===== src/rtl/lim_pkg.sv =====
package lim_pkg;

    localparam int unsigned DEF_THREADS  = 4;
    localparam int unsigned DEF_ENTRIES  = 4;
    localparam int unsigned DEF_ADDR_W   = 16;
    localparam int unsigned DEF_INTERVAL = 64;

    // index width that stays at least one bit
    function automatic int unsigned idx_w(input int unsigned n);
        return (n > 1) ? $clog2(n) : 1;
    endfunction

endpackage


===== src/rtl/lim_lock_table.sv =====
module lim_lock_table
    import lim_pkg::*;
#(
    parameter int unsigned NE = DEF_ENTRIES,
    parameter int unsigned NT = DEF_THREADS,
    parameter int unsigned AW = DEF_ADDR_W,
    parameter int unsigned TW = idx_w(NT),
    parameter int unsigned IW = idx_w(NE)
) (
    input  logic                   clk,
    input  logic                   rst_n,
    input  logic                   boundary_i,
    input  logic                   acq_valid_i,
    input  logic [AW-1:0]          acq_addr_i,
    input  logic [TW-1:0]          acq_tid_i,
    input  logic                   rel_valid_i,
    input  logic [AW-1:0]          rel_addr_i,
    input  logic [NT-1:0][AW-1:0]  probe_addr_i,
    input  logic [NE-1:0]          busy_i,
    output logic [NT-1:0]          probe_hit_o,
    output logic [NT-1:0][IW-1:0]  probe_idx_o,
    output logic [NE-1:0]          held_o,
    output logic [NE-1:0][TW-1:0]  owner_o
);

    typedef struct packed {
        logic [NE-1:0]         used;
        logic [NE-1:0]         held;
        logic [NE-1:0][AW-1:0] addr;
        logic [NE-1:0][TW-1:0] owner;
    } tbl_t;

    tbl_t tbl_d, tbl_q;

    // returns {hit, index} of the entry holding address a
    function automatic logic [IW:0] lookup(input logic [AW-1:0] a);
        logic [IW:0] r;
        r = '0;
        for (int e = NE - 1; e >= 0; e--) begin
            if (tbl_q.used[e] && tbl_q.addr[e] == a) r = {1'b1, IW'(e)};
        end
        return r;
    endfunction

    logic          acq_hit, rel_hit, free_ok;
    logic [IW-1:0] acq_idx, rel_idx, free_idx;

    for (genvar t = 0; t < NT; t++) begin : g_probe
        always_comb begin
            {probe_hit_o[t], probe_idx_o[t]} = lookup(probe_addr_i[t]);
        end
    end

    always_comb begin
        {acq_hit, acq_idx} = lookup(acq_addr_i);
        {rel_hit, rel_idx} = lookup(rel_addr_i);
        free_ok  = 1'b0;
        free_idx = '0;
        for (int e = NE - 1; e >= 0; e--) begin
            if (!tbl_q.used[e]) begin
                free_ok  = 1'b1;
                free_idx = IW'(e);
            end
        end

        tbl_d = tbl_q;
        if (rel_valid_i && rel_hit && !(acq_valid_i && acq_hit && acq_idx == rel_idx))
            tbl_d.held[rel_idx] = 1'b0;
        if (acq_valid_i) begin
            if (acq_hit) begin
                tbl_d.held[acq_idx]  = 1'b1;
                tbl_d.owner[acq_idx] = acq_tid_i;
            end else if (free_ok) begin
                tbl_d.used[free_idx]  = 1'b1;
                tbl_d.held[free_idx]  = 1'b1;
                tbl_d.addr[free_idx]  = acq_addr_i;
                tbl_d.owner[free_idx] = acq_tid_i;
            end
        end
        if (boundary_i) begin
            for (int e = 0; e < NE; e++) begin
                if (tbl_q.used[e] && !tbl_q.held[e] && !busy_i[e] &&
                    !(acq_valid_i && acq_hit && acq_idx == IW'(e)))
                    tbl_d.used[e] = 1'b0;
            end
        end
    end

    always_ff @(posedge clk or negedge rst_n) begin
        if (!rst_n) tbl_q <= '0;
        else        tbl_q <= tbl_d;
    end

    assign held_o  = tbl_q.held;
    assign owner_o = tbl_q.owner;

endmodule


===== src/rtl/lim_wait_track.sv =====
module lim_wait_track
    import lim_pkg::*;
#(
    parameter int unsigned NT = DEF_THREADS,
    parameter int unsigned NE = DEF_ENTRIES,
    parameter int unsigned IW = idx_w(NE),
    parameter int unsigned CW = 9
) (
    input  logic                  clk,
    input  logic                  rst_n,
    input  logic                  boundary_i,
    input  logic [NT-1:0]         begin_i,
    input  logic [NT-1:0]         end_i,
    input  logic [NT-1:0]         hit_i,
    input  logic [NT-1:0][IW-1:0] idx_i,
    output logic [NE-1:0][CW-1:0] total_o,
    output logic [NE-1:0]         busy_o
);

    typedef struct packed {
        logic [NT-1:0]         act;
        logic [NT-1:0][IW-1:0] idx;
        logic [NE-1:0][CW-1:0] cnt;
    } trk_t;

    trk_t trk_d, trk_q;

    always_comb begin
        trk_d = trk_q;
        for (int e = 0; e < NE; e++) begin
            logic [CW-1:0] n;
            logic          starting;
            n        = '0;
            starting = 1'b0;
            for (int t = 0; t < NT; t++) begin
                if (trk_q.act[t] && trk_q.idx[t] == IW'(e)) n = n + CW'(1);
                if (begin_i[t] && hit_i[t] && idx_i[t] == IW'(e)) starting = 1'b1;
            end
            total_o[e]     = trk_q.cnt[e] + n;
            busy_o[e]      = (n != '0) || starting;
            trk_d.cnt[e]   = boundary_i ? '0 : total_o[e];
        end
        for (int t = 0; t < NT; t++) begin
            if (end_i[t]) trk_d.act[t] = 1'b0;
            if (begin_i[t] && hit_i[t]) begin
                trk_d.act[t] = 1'b1;
                trk_d.idx[t] = idx_i[t];
            end
        end
    end

    always_ff @(posedge clk or negedge rst_n) begin
        if (!rst_n) trk_q <= '0;
        else        trk_q <= trk_d;
    end

endmodule


===== src/rtl/lim_max_select.sv =====
module lim_max_select
    import lim_pkg::*;
#(
    parameter int unsigned NE = DEF_ENTRIES,
    parameter int unsigned CW = 9,
    parameter int unsigned IW = idx_w(NE)
) (
    input  logic [NE-1:0][CW-1:0] total_i,
    output logic [IW-1:0]         best_idx_o,
    output logic [CW-1:0]         best_val_o
);

    // strict comparison keeps the lowest index on ties
    always_comb begin
        best_idx_o = '0;
        best_val_o = total_i[0];
        for (int e = 1; e < NE; e++) begin
            if (total_i[e] > best_val_o) begin
                best_val_o = total_i[e];
                best_idx_o = IW'(e);
            end
        end
    end

endmodule


===== src/rtl/lim_limiter_id.sv =====
module lim_limiter_id
    import lim_pkg::*;
#(
    parameter int unsigned NT  = DEF_THREADS,
    parameter int unsigned NE  = DEF_ENTRIES,
    parameter int unsigned AW  = DEF_ADDR_W,
    parameter int unsigned LEN = DEF_INTERVAL,
    localparam int unsigned TW = idx_w(NT)
) (
    input  logic              clk,
    input  logic              rst_n,
    input  logic [NT-1:0]     wait_begin_i,
    input  logic [NT-1:0]     wait_end_i,
    input  logic [NT*AW-1:0]  wait_addr_i,
    input  logic              acq_valid_i,
    input  logic [AW-1:0]     acq_addr_i,
    input  logic [TW-1:0]     acq_tid_i,
    input  logic              rel_valid_i,
    input  logic [AW-1:0]     rel_addr_i,
    output logic              limiter_valid_o,
    output logic [TW-1:0]     limiter_tid_o
);

    localparam int unsigned IW = idx_w(NE);
    localparam int unsigned CW = $clog2(LEN * NT + 1);
    localparam int unsigned KW = idx_w(LEN);

    typedef struct packed {
        logic [KW-1:0] tick;
        logic          lim_v;
        logic [TW-1:0] lim_t;
    } top_t;

    top_t top_d, top_q;

    logic                  boundary;
    logic [NT-1:0]         hit;
    logic [NT-1:0][IW-1:0] hit_idx;
    logic [NE-1:0]         busy;
    logic [NE-1:0]         held;
    logic [NE-1:0][TW-1:0] owner;
    logic [NE-1:0][CW-1:0] total;
    logic [IW-1:0]         best_idx;
    logic [CW-1:0]         best_val;

    assign boundary = (top_q.tick == KW'(LEN - 1));

    lim_lock_table #(.NE(NE), .NT(NT), .AW(AW), .TW(TW), .IW(IW)) table_i (
        .clk          (clk),
        .rst_n        (rst_n),
        .boundary_i   (boundary),
        .acq_valid_i  (acq_valid_i),
        .acq_addr_i   (acq_addr_i),
        .acq_tid_i    (acq_tid_i),
        .rel_valid_i  (rel_valid_i),
        .rel_addr_i   (rel_addr_i),
        .probe_addr_i (wait_addr_i),
        .busy_i       (busy),
        .probe_hit_o  (hit),
        .probe_idx_o  (hit_idx),
        .held_o       (held),
        .owner_o      (owner)
    );

    lim_wait_track #(.NT(NT), .NE(NE), .IW(IW), .CW(CW)) track_i (
        .clk        (clk),
        .rst_n      (rst_n),
        .boundary_i (boundary),
        .begin_i    (wait_begin_i),
        .end_i      (wait_end_i),
        .hit_i      (hit),
        .idx_i      (hit_idx),
        .total_o    (total),
        .busy_o     (busy)
    );

    lim_max_select #(.NE(NE), .CW(CW), .IW(IW)) select_i (
        .total_i    (total),
        .best_idx_o (best_idx),
        .best_val_o (best_val)
    );

    always_comb begin
        top_d      = top_q;
        top_d.tick = boundary ? '0 : top_q.tick + KW'(1);
        if (boundary) begin
            if (best_val != '0 && held[best_idx]) begin
                top_d.lim_v = 1'b1;
                top_d.lim_t = owner[best_idx];
            end else begin
                top_d.lim_v = 1'b0;
                top_d.lim_t = '0;
            end
        end
    end

    always_ff @(posedge clk or negedge rst_n) begin
        if (!rst_n) top_q <= '0;
        else        top_q <= top_d;
    end

    assign limiter_valid_o = top_q.lim_v;
    assign limiter_tid_o   = top_q.lim_t;

endmodule


===== config.mk =====
export PLATFORM = sky130hd
export DESIGN_NAME = lim_limiter_id
export DESIGN_NICKNAME = d
export VERILOG_FILES = /design/src/rtl/lim_pkg.sv /design/src/rtl/lim_lock_table.sv /design/src/rtl/lim_wait_track.sv /design/src/rtl/lim_max_select.sv /design/src/rtl/lim_limiter_id.sv
export SDC_FILE = /design/constraint.sdc
export NUM_CORES = 1
export LEC_CHECK = 0
export BUFFER_PORTS_ARGS = -buffer_cell sky130_fd_sc_hd__buf_2
export CAP_MARGIN = 20
export CORE_ASPECT_RATIO = 0.7
export CORE_MARGIN = 10
export CORE_UTILIZATION = 62
export DETAILED_ROUTE_END_ITERATION = 7
export PLACE_DENSITY = 0.82
export SETUP_SLACK_MARGIN = 0.3
export SLEW_MARGIN = 25
export SYNTH_ARGS = -nofsm -noshare
export SYNTH_HDL_FRONTEND = slang
export SYNTH_SLANG_ARGS = --single-unit

===== constraint.sdc =====
create_clock -name clk -period 9.7 [get_ports clk]
set_input_delay 1.94 -clock clk [delete_from_list [all_inputs] [get_ports clk]]
set_output_delay 1.94 -clock clk [all_outputs]
set_load 0.02 [all_outputs]

Word-level counts from Yosys, hierarchy flattened
Cells that the tools add are included.

Register bits: 137. Input port bits: 110. Word-level logic and storage cells: 348.

$add $sub $neg: 17. Order comparisons: 10. Eq/ne operators: 53. Mux-type cells: 115. Bitwise operators: 6. Reductions and logical operators: 122.

Operators with widths (number): 16-bit == test (24); 9-bit two-way mux (19); 80-bit two-way mux (2); 1-bit logical AND (84); 3-bit two-way mux (25); 9-bit by 1-bit adder with 9-bit output (second input constant) (8); 64-bit bitwise mux (1); 64-bit two-way mux (1); 9-bit nonzero test (5); 1-bit two-way mux (41); 9-bit adder (4); 2-bit == test (second input constant) (18); 16-bit demux with 2-bit select (1); 9-bit greater-than comparator (3); 2-bit by 1-bit == test with 1-bit output (second input constant) (9); 2-bit logical NOT (9); 2-bit two-way mux (9); 8-bit bitwise mux (2); 16-bit two-way mux (1); 4-bit two-way mux (4); 1-bit logical NOT (13); 2-bit by 3-bit < comparator with 1-bit output (second input constant) (4); 4-bit OR (3); 2-bit nonzero test (5); 17 further kinds (28).

Depth between registers and ports, before layout
Gate-level depths: netlist of the first run.

Word-level depth: 20. Mapped depth: 40.

By module
A second synthesis of the first run with hierarchy kept.

Cells, all modules: 1425. Area, all modules: 13503.0 um^2.

By module, submodules not included: lim_lock_table (instances 1, cells each 859, area each 8344.3 um^2, sequential area each 2001.9 um^2); lim_wait_track (instances 1, cells each 380, area each 3489.6 um^2, sequential area each 1201.2 um^2); lim_max_select (instances 1, cells each 144, area each 1178.6 um^2, sequential area each 0.0 um^2); lim_limiter_id (instances 1, cells each 42, area each 490.5 um^2, sequential area each 225.2 um^2).

Worst setup path before layout of the first run
OpenSTA, ideal clock, no wires.

Path kind: reg2reg. Start: reg track_i.trk_q[44] (netlist bit). End: reg top_q, in the netlist limiter_tid_o[0]. Library setup time: 0.120 ns. Data arrival time: 8.097 ns. Required time: 9.580 ns. Slack: 1.483 ns. Cell stages (with the launch flop): 36. Path buffers: 2. Clock period less this slack: 8.217 ns. Cell sequence: dfrtp_1 -> inv_1 -> nor3b_1 -> ha_1 -> xor2_1 -> inv_1 -> ha_1 -> mux2_2 -> fa_1 -> a21o_1 -> a21oi_1 -> nor2_1 -> xnor2_1 -> inv_1 -> ha_1 -> nand4_1 -> nor3_1 -> o21bai_1 -> clkbuf_1 -> clkbuf_1 -> mux2i_1 -> ha_1 -> a22o_1 -> o41ai_1 -> nand2_1 -> nand2_1 -> mux2_2 -> ha_1 -> a21oi_1 -> a21oi_1 -> o31a_1 -> o311ai_1 -> nand2_1 -> o22ai_1 -> a21oi_1 -> a41o_1.

Cells in the longest elaborated chain, start to end: 19. Elaborated cells between the ends (all ways): 52. Classes of those cells: add/sub (16); order compare (3); mux (27); reduce/logical (6).

RTL lines: from (decl) (line lim_wait_track.sv:26) `trk_t trk_d, trk_q;`; from (signal assigned) (line lim_wait_track.sv:54) `else trk_q <= trk_d;`; 1-bit logical AND (line lim_wait_track.sv:36) `if (trk_q.act[t] && trk_q.idx[t] == IW'(e)) n = n + CW'(1);`; 1-bit two-way mux (line lim_wait_track.sv:36); 1-bit by 1-bit adder with 2-bit output (line lim_wait_track.sv:36); 9-bit two-way mux (line lim_wait_track.sv:36); 9-bit by 1-bit adder with 9-bit output (line lim_wait_track.sv:36); 9-bit two-way mux (line lim_wait_track.sv:36); 9-bit by 1-bit adder with 9-bit output (line lim_wait_track.sv:36); 9-bit two-way mux (line lim_wait_track.sv:36); [... 3 more ...]; 9-bit greater-than comparator (line lim_max_select.sv:18) `if (total_i[e] > best_val_o) begin`; 9-bit two-way mux (line lim_max_select.sv:18); 9-bit greater-than comparator (line lim_max_select.sv:18); 2-bit two-way mux (line lim_max_select.sv:18); 1-bit binary-select mux with 2-bit select (line lim_limiter_id.sv:87) `if (best_val != '0 && held[best_idx]) begin`; 1-bit two-way mux (implied by the code) (line lim_limiter_id.sv:87); 1-bit logical AND (line lim_limiter_id.sv:87); 3-bit two-way mux * (line lim_limiter_id.sv:87); to (signal assigned) (line lim_limiter_id.sv:99) `else top_q <= top_d;`; to (decl) (line lim_limiter_id.sv:34) `top_t top_d, top_q;`.

Mark *: on every way between the ends. The rest lies on a longest branch, timed or not. The select of a mux whose other input is x is not followed. A chain may end at the register's enable or synchronous reset.

Worst setup path after layout of the first run
Start: reg track_i.trk_q[45] (netlist bit). End: reg top_q, in the netlist limiter_tid_o[1].

Cells in the longest elaborated chain, start to end: 17. Elaborated cells between the ends (all ways): 44. Classes of those cells: add/sub (12); order compare (3); mux (23); reduce/logical (6).

RTL lines: 1-bit logical AND (line lim_wait_track.sv:36); 9-bit two-way mux (line lim_wait_track.sv:36); 9-bit by 1-bit adder with 9-bit output (line lim_wait_track.sv:36); 9-bit two-way mux (line lim_wait_track.sv:36); 9-bit by 1-bit adder with 9-bit output (line lim_wait_track.sv:36); 9-bit two-way mux (line lim_wait_track.sv:36); 9-bit adder (line lim_wait_track.sv:39) `total_o[e] = trk_q.cnt[e] + n;`; 9-bit greater-than comparator (line lim_max_select.sv:18); 9-bit two-way mux (line lim_max_select.sv:18); 9-bit greater-than comparator (line lim_max_select.sv:18); 9-bit two-way mux (line lim_max_select.sv:18); 9-bit greater-than comparator (line lim_max_select.sv:18); 2-bit two-way mux (line lim_max_select.sv:18); 1-bit binary-select mux with 2-bit select (line lim_limiter_id.sv:87); 1-bit two-way mux (implied by the code) (line lim_limiter_id.sv:87); 1-bit logical AND (line lim_limiter_id.sv:87); 3-bit two-way mux * (line lim_limiter_id.sv:87).

Marks and branches as above.

==> results of run 1 <==
logic make-up (layout without fill, tap and decap cells):
family / Yosys count / count (layout) / share of synthesized area [%]
adders and majority gates: 61 / 61 / 6.03
xor gates and xnor gates: 430 / 430 / 28.6
buffers and inverters: 181 / 204 / 6.44
AOI/OAI and AO/OA: 138 / 138 / 6.74
muxes: 91 / 91 / 8.74
DFF: 137 / 137 / 26.0
and+or+nand+nor: 412 / 412 / 17.4
other: 1 / 4 / 0.0285
repair_timing:
action | 4_1_cts | 5_1_grt
hold buffers | 0 | 0
endpoints found under the hold margin | 0 | 0
endpoints found under the setup margin | 0 | 3
gates resized for setup | 0 | 1
how the worst min path moves through the flow:
stage / from / end / slack, ns / cells past startpoint
after floorplan: top_q[7] / top_q[7] / 0.46 / 1
after global placement: top_q[7] / top_q[7] / 0.48 / 1
after detailed placement: top_q[7] / top_q[7] / 0.48 / 1
after CTS: top_q[7] / top_q[7] / 0.49 / 1
after global routing: top_q[7] / top_q[7] / 0.52 / 1
final: top_q[7] / top_q[7] / 0.50 / 1
layer usage:
layer,vias to the layer above,track usage (%),wire [um]
li1,4991,-,-
met5,-,0,0
met3,156,12.6,7630
met2,875,47.6,19200
met4,0,13.0,1770
met1,5562,50.1,21200
synth_stat cells (all sizes together), types with 4 or more instances:
master,instances
a21oi,36
o21ai,36
clkbuf,39
dfrtp,137
o41ai,4
nand3,50
nand4b,5
xor2,191
or2,9
nor4,62
ha,57
mux2i,16
nor3b,7
a31oi,4
nor3,19
a211oi,6
nor2,64
o21a,8
nand2b,7
inv,53
fa,4
buf,89
nand2,67
a21o,9
nor2b,6
or3,6
or4,12
o31ai,4
nor4b,5
nand4,53
mux2,75
and3,7
nand3b,8
and2,20
xnor2,239
power breakdown:
| part | leakage (nW) | internal, W | switching (W) | total (W) |
|---|---|---|---|---|
| clock | 0.285 | 0.000396 | 0.000280 | 0.000676 |
| sequential | 1.67 | 0.000718 | 0.000543 | 0.00126 |
| combinational | 4.09 | 0.000987 | 0.00114 | 0.00213 |
| total | 6.04 | 0.00210 | 0.00197 | 0.00407 |
critical path, delay by kind of cell (launching register included):
family	cells	cell delay, ns
DFF	1	0.37
and+or+nand+nor	6	1.34
muxes	2	0.71
AOI/OAI and AO/OA	14	3.37
buffers and inverters	4	0.45
adders and majority gates	6	2.08
xor gates and xnor gates	2	0.49
through the flow:
step / hold WS, ns / instance area (um^2)
detailed placement: 0.482 / 13500
global placement: 0.483 / 13500
floorplan: 0.460 / 13200
global route: 0.520 / 14100
CTS: 0.494 / 14100
finish: 0.502 / 14100
final cells by class:
type / instances / share of cell area, %
multi-input cells: 1136 / 63.2
clock buffers: 21 / 3.26
well taps: 276 / 2.45
clock inverters: 11 / 0.967
inverters: 53 / 1.41
repair buffers: 119 / 4.44
flip-flops and latches: 137 / 24.3
==> run_results.csv, run 1 <==
group,metric,value,unit
sta,period_needed,8.90,ns
placed_design,hpwl,37.6,mm
cells_and_area,insertedDiodeCount,0,
sta,setup_ws,0.797,ns
cells_and_area,register_area,3430,um^2
placed_design,pre_cts_ws,0.922,ns
setup_path,critPathCaptureType,"flip-flop",
setup_path,worstSetupEndpoint,"limiter_tid_o[1]",
sta,drv_slew,0,
die,chipWidth,194,um
route,wl_per_cell,28.4,um
die,die_h,142,um
route,ant_nets,0,
setup_path,r2r_slack,0.80,ns
power,ir_worst_vdd,213,uV
setup_path,startpoint,"track_i.trk_q[45]",
yosys,syn-cell-area,13200,um^2
status,outcome,"finished, final reports clean",
yosys,yosysTopAreaCellShare,26.0,%
global_routing,grt_antenna_before_repair,0,
setup_path,reg2reg_from,"track_i.trk_q[45]",
setup_path,slowest_stage,"o21ai_0",
route,viasPerCell,6.61,
die,start_util,63.3,%
global_routing,grt_pass1_wl,72.8,mm
job,drv_cap,0,
yosys,syn_avg_cell_area,9.07,um^2
clocking,cts_buffers,17,
sta,finalClockSkew,0.00946,ns
yosys,async_flop_share,100,%
global_routing,grt_remaining_overflow,0,
clocking,post_cts_buffers,0,
clocking,cts_tree,"done",
sta,finalHoldViolCount,0,
setup_path,worst_setup_path_start_kind,"flip-flop",
route,drc_errors,0,
setup_path,cp_max_fo,18,
route,wirelength,49.8,mm
cells_and_area,final-instance-count-excl-fill,1753,
clocking,cts_root_buffer,"clkbuf_16",
power,power_leakage,6.04,nW
cells_and_area,multi_input_comb_area,8910,um^2
sta,clock.fmax,112,MHz
cells_and_area,syn2layout_area_growth,7.17,%
yosys,synth_seq_cells,137,
clocking,clkTransAtPathRegs,0.06,ns
yosys,synth_warnings,0,
yosys,synth_area_leaders,"dfrtp_1 (26%), xnor2_1 (16%), xor2_1 (13%), ha_1 (5.4%), mux2_4 (4.4%)",
die,floorplan.core_area,20800,um^2
route,drt_pass1_iterations,7,
setup_path,max_stage_delay,0.49,ns
yosys,synth-edff-count,0,
placed_design,dp.cells,1721,
die,placementRows,44,
clocking,clk_latency,0.44,ns
yosys,postSynthCellCount,1451,
global_routing,grt_use_total,35.3,%
cells_and_area,num-fill-cells,1662,
placed_design,gp_congestion,1.12,
clocking,cts_max_path_buffers,2,
yosys,synth.distinct_cells,66,
cells_and_area,fin_util,67.8,%
yosys,yosys.area.top_type,"dfrtp_1",
yosys,yosysSeqAreaShare,26.0,%
clocking,cts.sinks,137,
sta,fin_setup_tns,0,ns
die,ios,113,
global_routing,grt_pass1_vias,11200,
die,die_area,27600,um^2
route,num_vias,11600,
sta,grt_setup_unrepaired,"no",
setup_path,crit_arrival,9.22,ns
power,p_per_area,288,nW/um^2
setup_path,r2r_end,"limiter_tid_o[1]",
setup_path,setup.worst_path.class,"flip-flop to flip-flop",
setup_path,path_common_cell,"ha_1",
sta,worst_pin_slew,1.10,ns
clocking,cts_max_level,4,
cells_and_area,final_layout_size_suffix_gt1_share,16.3,%
global_routing,grt_max_degree,71,
cells_and_area,mostFrequentLayoutCells,"xnor2_1 (239), xor2_1 (191), dfrtp_1 (137), buf_2 (111), nand2_1 (67)",
cells_and_area,num-nets-final,1635,
setup_path,rr_worst_depth,34,
power,p_total,0.00407,W
setup_path,critPathRequiredTime,10.02,ns
yosys,ys.flop_type,"dfrtp_1",
min_path,hold_path.class,"flip-flop to flip-flop",
route,drt_iter0_drc,1683,
placed_design,port_buffers,112,
cells_and_area,layout_commonest_cell,"xnor2_1",
sta,min_period_over_period,91.8,%
sta,setup_viol,0,
sta,relSlewSlack,25.9,%
(Power assumes the default switching activity.)
==> run 2, diff against run 1 <==
SLEW_MARGIN = not set   (was 25)
SYNTH_HIERARCHICAL = 1   (was not set)
==> run 2 against run 1 <==
Against the previous run:
- critical path depth up 4
- first-iteration DRC count is 25% lower
- clock power is essentially flat
- sequential share of layout area fell by 0.37 points
- final cell count decreased by 0.68%
- routed wire length decreased by 6.6%
- highest routed layer unchanged
- register-to-register slack worse by 0.13 ns
- combinational power rose by 23%
- fmax down 1.4%
- largest cell class unchanged
- largest power group unchanged
- worst setup slack lost 0.13 ns
- die area grew 2.3%
- worst hold slack worse by 0.010 ns
==> run_results.csv, run 2 <==
group,metric,value,unit
setup_path,critPathRequiredTime,9.99,ns
clocking,clk_latency,0.44,ns
sta,finalHoldViolCount,0,
cells_and_area,final_layout_size_suffix_gt1_share,19.9,%
cells_and_area,syn2layout_area_growth,6.11,%
global_routing,grt_remaining_overflow,0,
cells_and_area,fin_area,14300,um^2
yosys,synth_area_leaders,"dfrtp_1 (25%), xor2_1 (14%), xnor2_1 (13%), ha_1 (5.5%), mux2_2 (4.8%)",
yosys,yosys.area.top_type,"dfrtp_1",
setup_path,crit_arrival,9.32,ns
route,ant_nets,0,
cells_and_area,mostFrequentLayoutCells,"xor2_1 (220), xnor2_1 (199), dfrtp_1 (137), buf_2 (111), nor2_1 (69)",
sta,relSlewSlack,29.8,%
setup_path,critPathCaptureType,"flip-flop",
clocking,cts_max_path_buffers,2,
global_routing,grt_pass1_vias,10800,
yosys,synth_warnings,6,
yosys,async_flop_share,100,%
route,wirelength,46.5,mm
cells_and_area,layout_commonest_cell,"xor2_1",
yosys,syn_avg_cell_area,9.48,um^2
cells_and_area,multi_input_comb_area,9090,um^2
route,wl_per_cell,26.7,um
yosys,synth-edff-count,0,
sta,finalClockSkew,0.0147,ns
setup_path,slowest_stage,"or4_4",
cells_and_area,num-nets-final,1618,
route,viasPerCell,6.37,
cells_and_area,final-instance-count-excl-fill,1741,
sta,period_needed,9.03,ns
die,placementRows,45,
power,power_leakage,6.66,nW
die,die_area,28200,um^2
sta,fin_setup_tns,0,ns
yosys,ys.flop_type,"dfrtp_1",
yosys,synth-xor-area-share,27.3,%
route,drt_iter0_drc,1259,
job,drv_cap,0,
sta,clock.fmax,111,MHz
placed_design,hpwl,34.7,mm
clocking,cts_tree,"done",
yosys,synth_seq_cells,137,
setup_path,setup.worst_path.class,"flip-flop to flip-flop",
yosys,yosysTopAreaCellShare,25.4,%
yosys,synth_simple_gate_area_share,16.1,%
global_routing,grt_antenna_before_repair,2,
placed_design,pre_cts_ws,0.434,ns
route,drc_errors,0,
cells_and_area,register_area,3430,um^2
clocking,cts_buffers,17,
cells_and_area,num-fill-cells,1737,
setup_path,worst_setup_path_start_kind,"flip-flop",
yosys,yosysSeqAreaShare,25.4,%
sta,grt_setup_unrepaired,"no",
placed_design,port_buffers,112,
global_routing,grt_max_degree,74,
yosys,yosysMostFrequentCell,"xor2_1",
placed_design,dpl-instance-area,13600,um^2
power,p_total,0.00416,W
sta,setup_ws,0.671,ns
power,ir_worst_vdd,343,uV
clocking,cts_max_level,4,
status,outcome,"finished, final reports clean",
yosys,synth_compound_gate_area_share,7.59,%
yosys,postSynthCellCount,1425,
clocking,cts_root_buffer,"clkbuf_16",
sta,setup_viol,0,
power,p_per_area,290,nW/um^2
global_routing,grt_use_total,32.5,%
clocking,cts.sinks,137,
yosys,syn-cell-area,13500,um^2
placed_design,gp_congestion,1.11,
yosys,synth_commonest_cells,"xor2_1 (221), xnor2_1 (200), dfrtp_1 (137)",
die,start_util,62.6,%
sta,drv_slew,0,
global_routing,grt_pass1_wl,68.5,mm
route,num_vias,11100,
die,die_h,143,um
yosys,synth_top_family_by_area,"XOR/XNOR gates",
sta,min_period_over_period,93.1,%
min_path,hold_path.class,"flip-flop to flip-flop",
die,floorplan.core_area,21600,um^2
setup_path,path_common_cell,"ha_1",
route,drt_pass1_iterations,6,
yosys,synth.distinct_cells,86,
clocking,clkTransAtPathRegs,0.06,ns
setup_path,cp_max_fo,19,
sta,worst_pin_slew,1.05,ns
yosys,synthMuxAreaShare,9.42,%
setup_path,max_stage_delay,0.55,ns
placed_design,dp.cells,1704,
die,ios,113,
die,chipWidth,196,um
yosys,synthAdderAreaFrac,6.06,%
run 2: cell types whose count changed in the layout (fill, tap and decap cells not counted), sizes merged, moves of 16 or more:
cell   delta
xnor2    -39
nor2b    +34
xor2     +30
nand2    -26
nor3     +17
and2     -16
run 2: critical path, delay by kind of cell (launching register included):
kind	cells	cell delay, ns
AOI/OAI and AO/OA	16	3.33
xor gates and xnor gates	2	0.42
adders and majority gates	6	1.83
buffers and inverters	5	0.64
DFF	1	0.41
muxes	2	0.52
and+or+nand+nor	7	1.72
run 2: where the power goes:
part           internal, W  switching (W)  leakage (nW)
registers         0.000655       0.000204          1.73
logic              0.00121        0.00141          4.63
clock network     0.000400       0.000278         0.297
total              0.00227        0.00189          6.66
run 2: through the flow:
stage                     util, %  hold WS, ns
after CTS                    65.9        0.493
after detailed placement     63.1        0.482
after floorplan                 -        0.455
after global placement       63.1        0.476
final                        66.4        0.492
after global routing         66.4        0.523
run 2: path summary, 6_finish.rpt:
kind	startpoint	end	slack, ns	depth (start not counted)
hold reg to reg	top_q[7]	top_q[7]	0.49	1
max in group asynchronous	rst_n	asynchronous set/reset pin	6.89	2
hold / removal	top_q[7]	top_q[7]	0.49	1
min in group asynchronous	rst_n	track_i/trk_q[19]	1.48	1
setup reg to reg	track_i/trk_q[39]	limiter_valid_o	0.67	38
setup / recovery	track_i/trk_q[39]	limiter_valid_o	0.67	38
run 2: layout make-up:
type                            instances  area share, %
Antenna cell                            2         0.0349
Inverter                               58           1.52
Sequential cell                       137           23.9
Tap cell                              282           2.46
Clock buffer                           19           3.16
Multi-Input combinational cell       1111           63.4
Clock inverter                         12           1.07
Timing Repair Buffer                  120           4.38
run 2: cells by family (layout without fill, tap and decap cells):
| family | Yosys count | count (layout) |
|---|---|---|
| compound gates | 135 | 136 |
| xor+xnor | 421 | 421 |
| fa+ha+maj | 63 | 63 |
| buf+inv | 181 | 209 |
| flops | 137 | 137 |
| mux | 103 | 103 |
| other cells | 1 | 6 |
| simple gates | 384 | 384 |
run 2: what timing repair did:
| action | 4_1_cts | 5_1_grt |
|---|---|---|
| hold buffers | 0 | 0 |
| resized for setup | 0 | 21 |
| setup buffers | 0 | 3 |
| setup endpoints to repair | 0 | 3 |
run 2: metal layers:
metal  wire, um  GRT usage (%)  up-vias
li1           -              -     4903
met1      20100           45.9     5435
met2      19100           46.3      645
met3       5890           10.0      112
met4       1400           10.2        0
met5          0              0        -
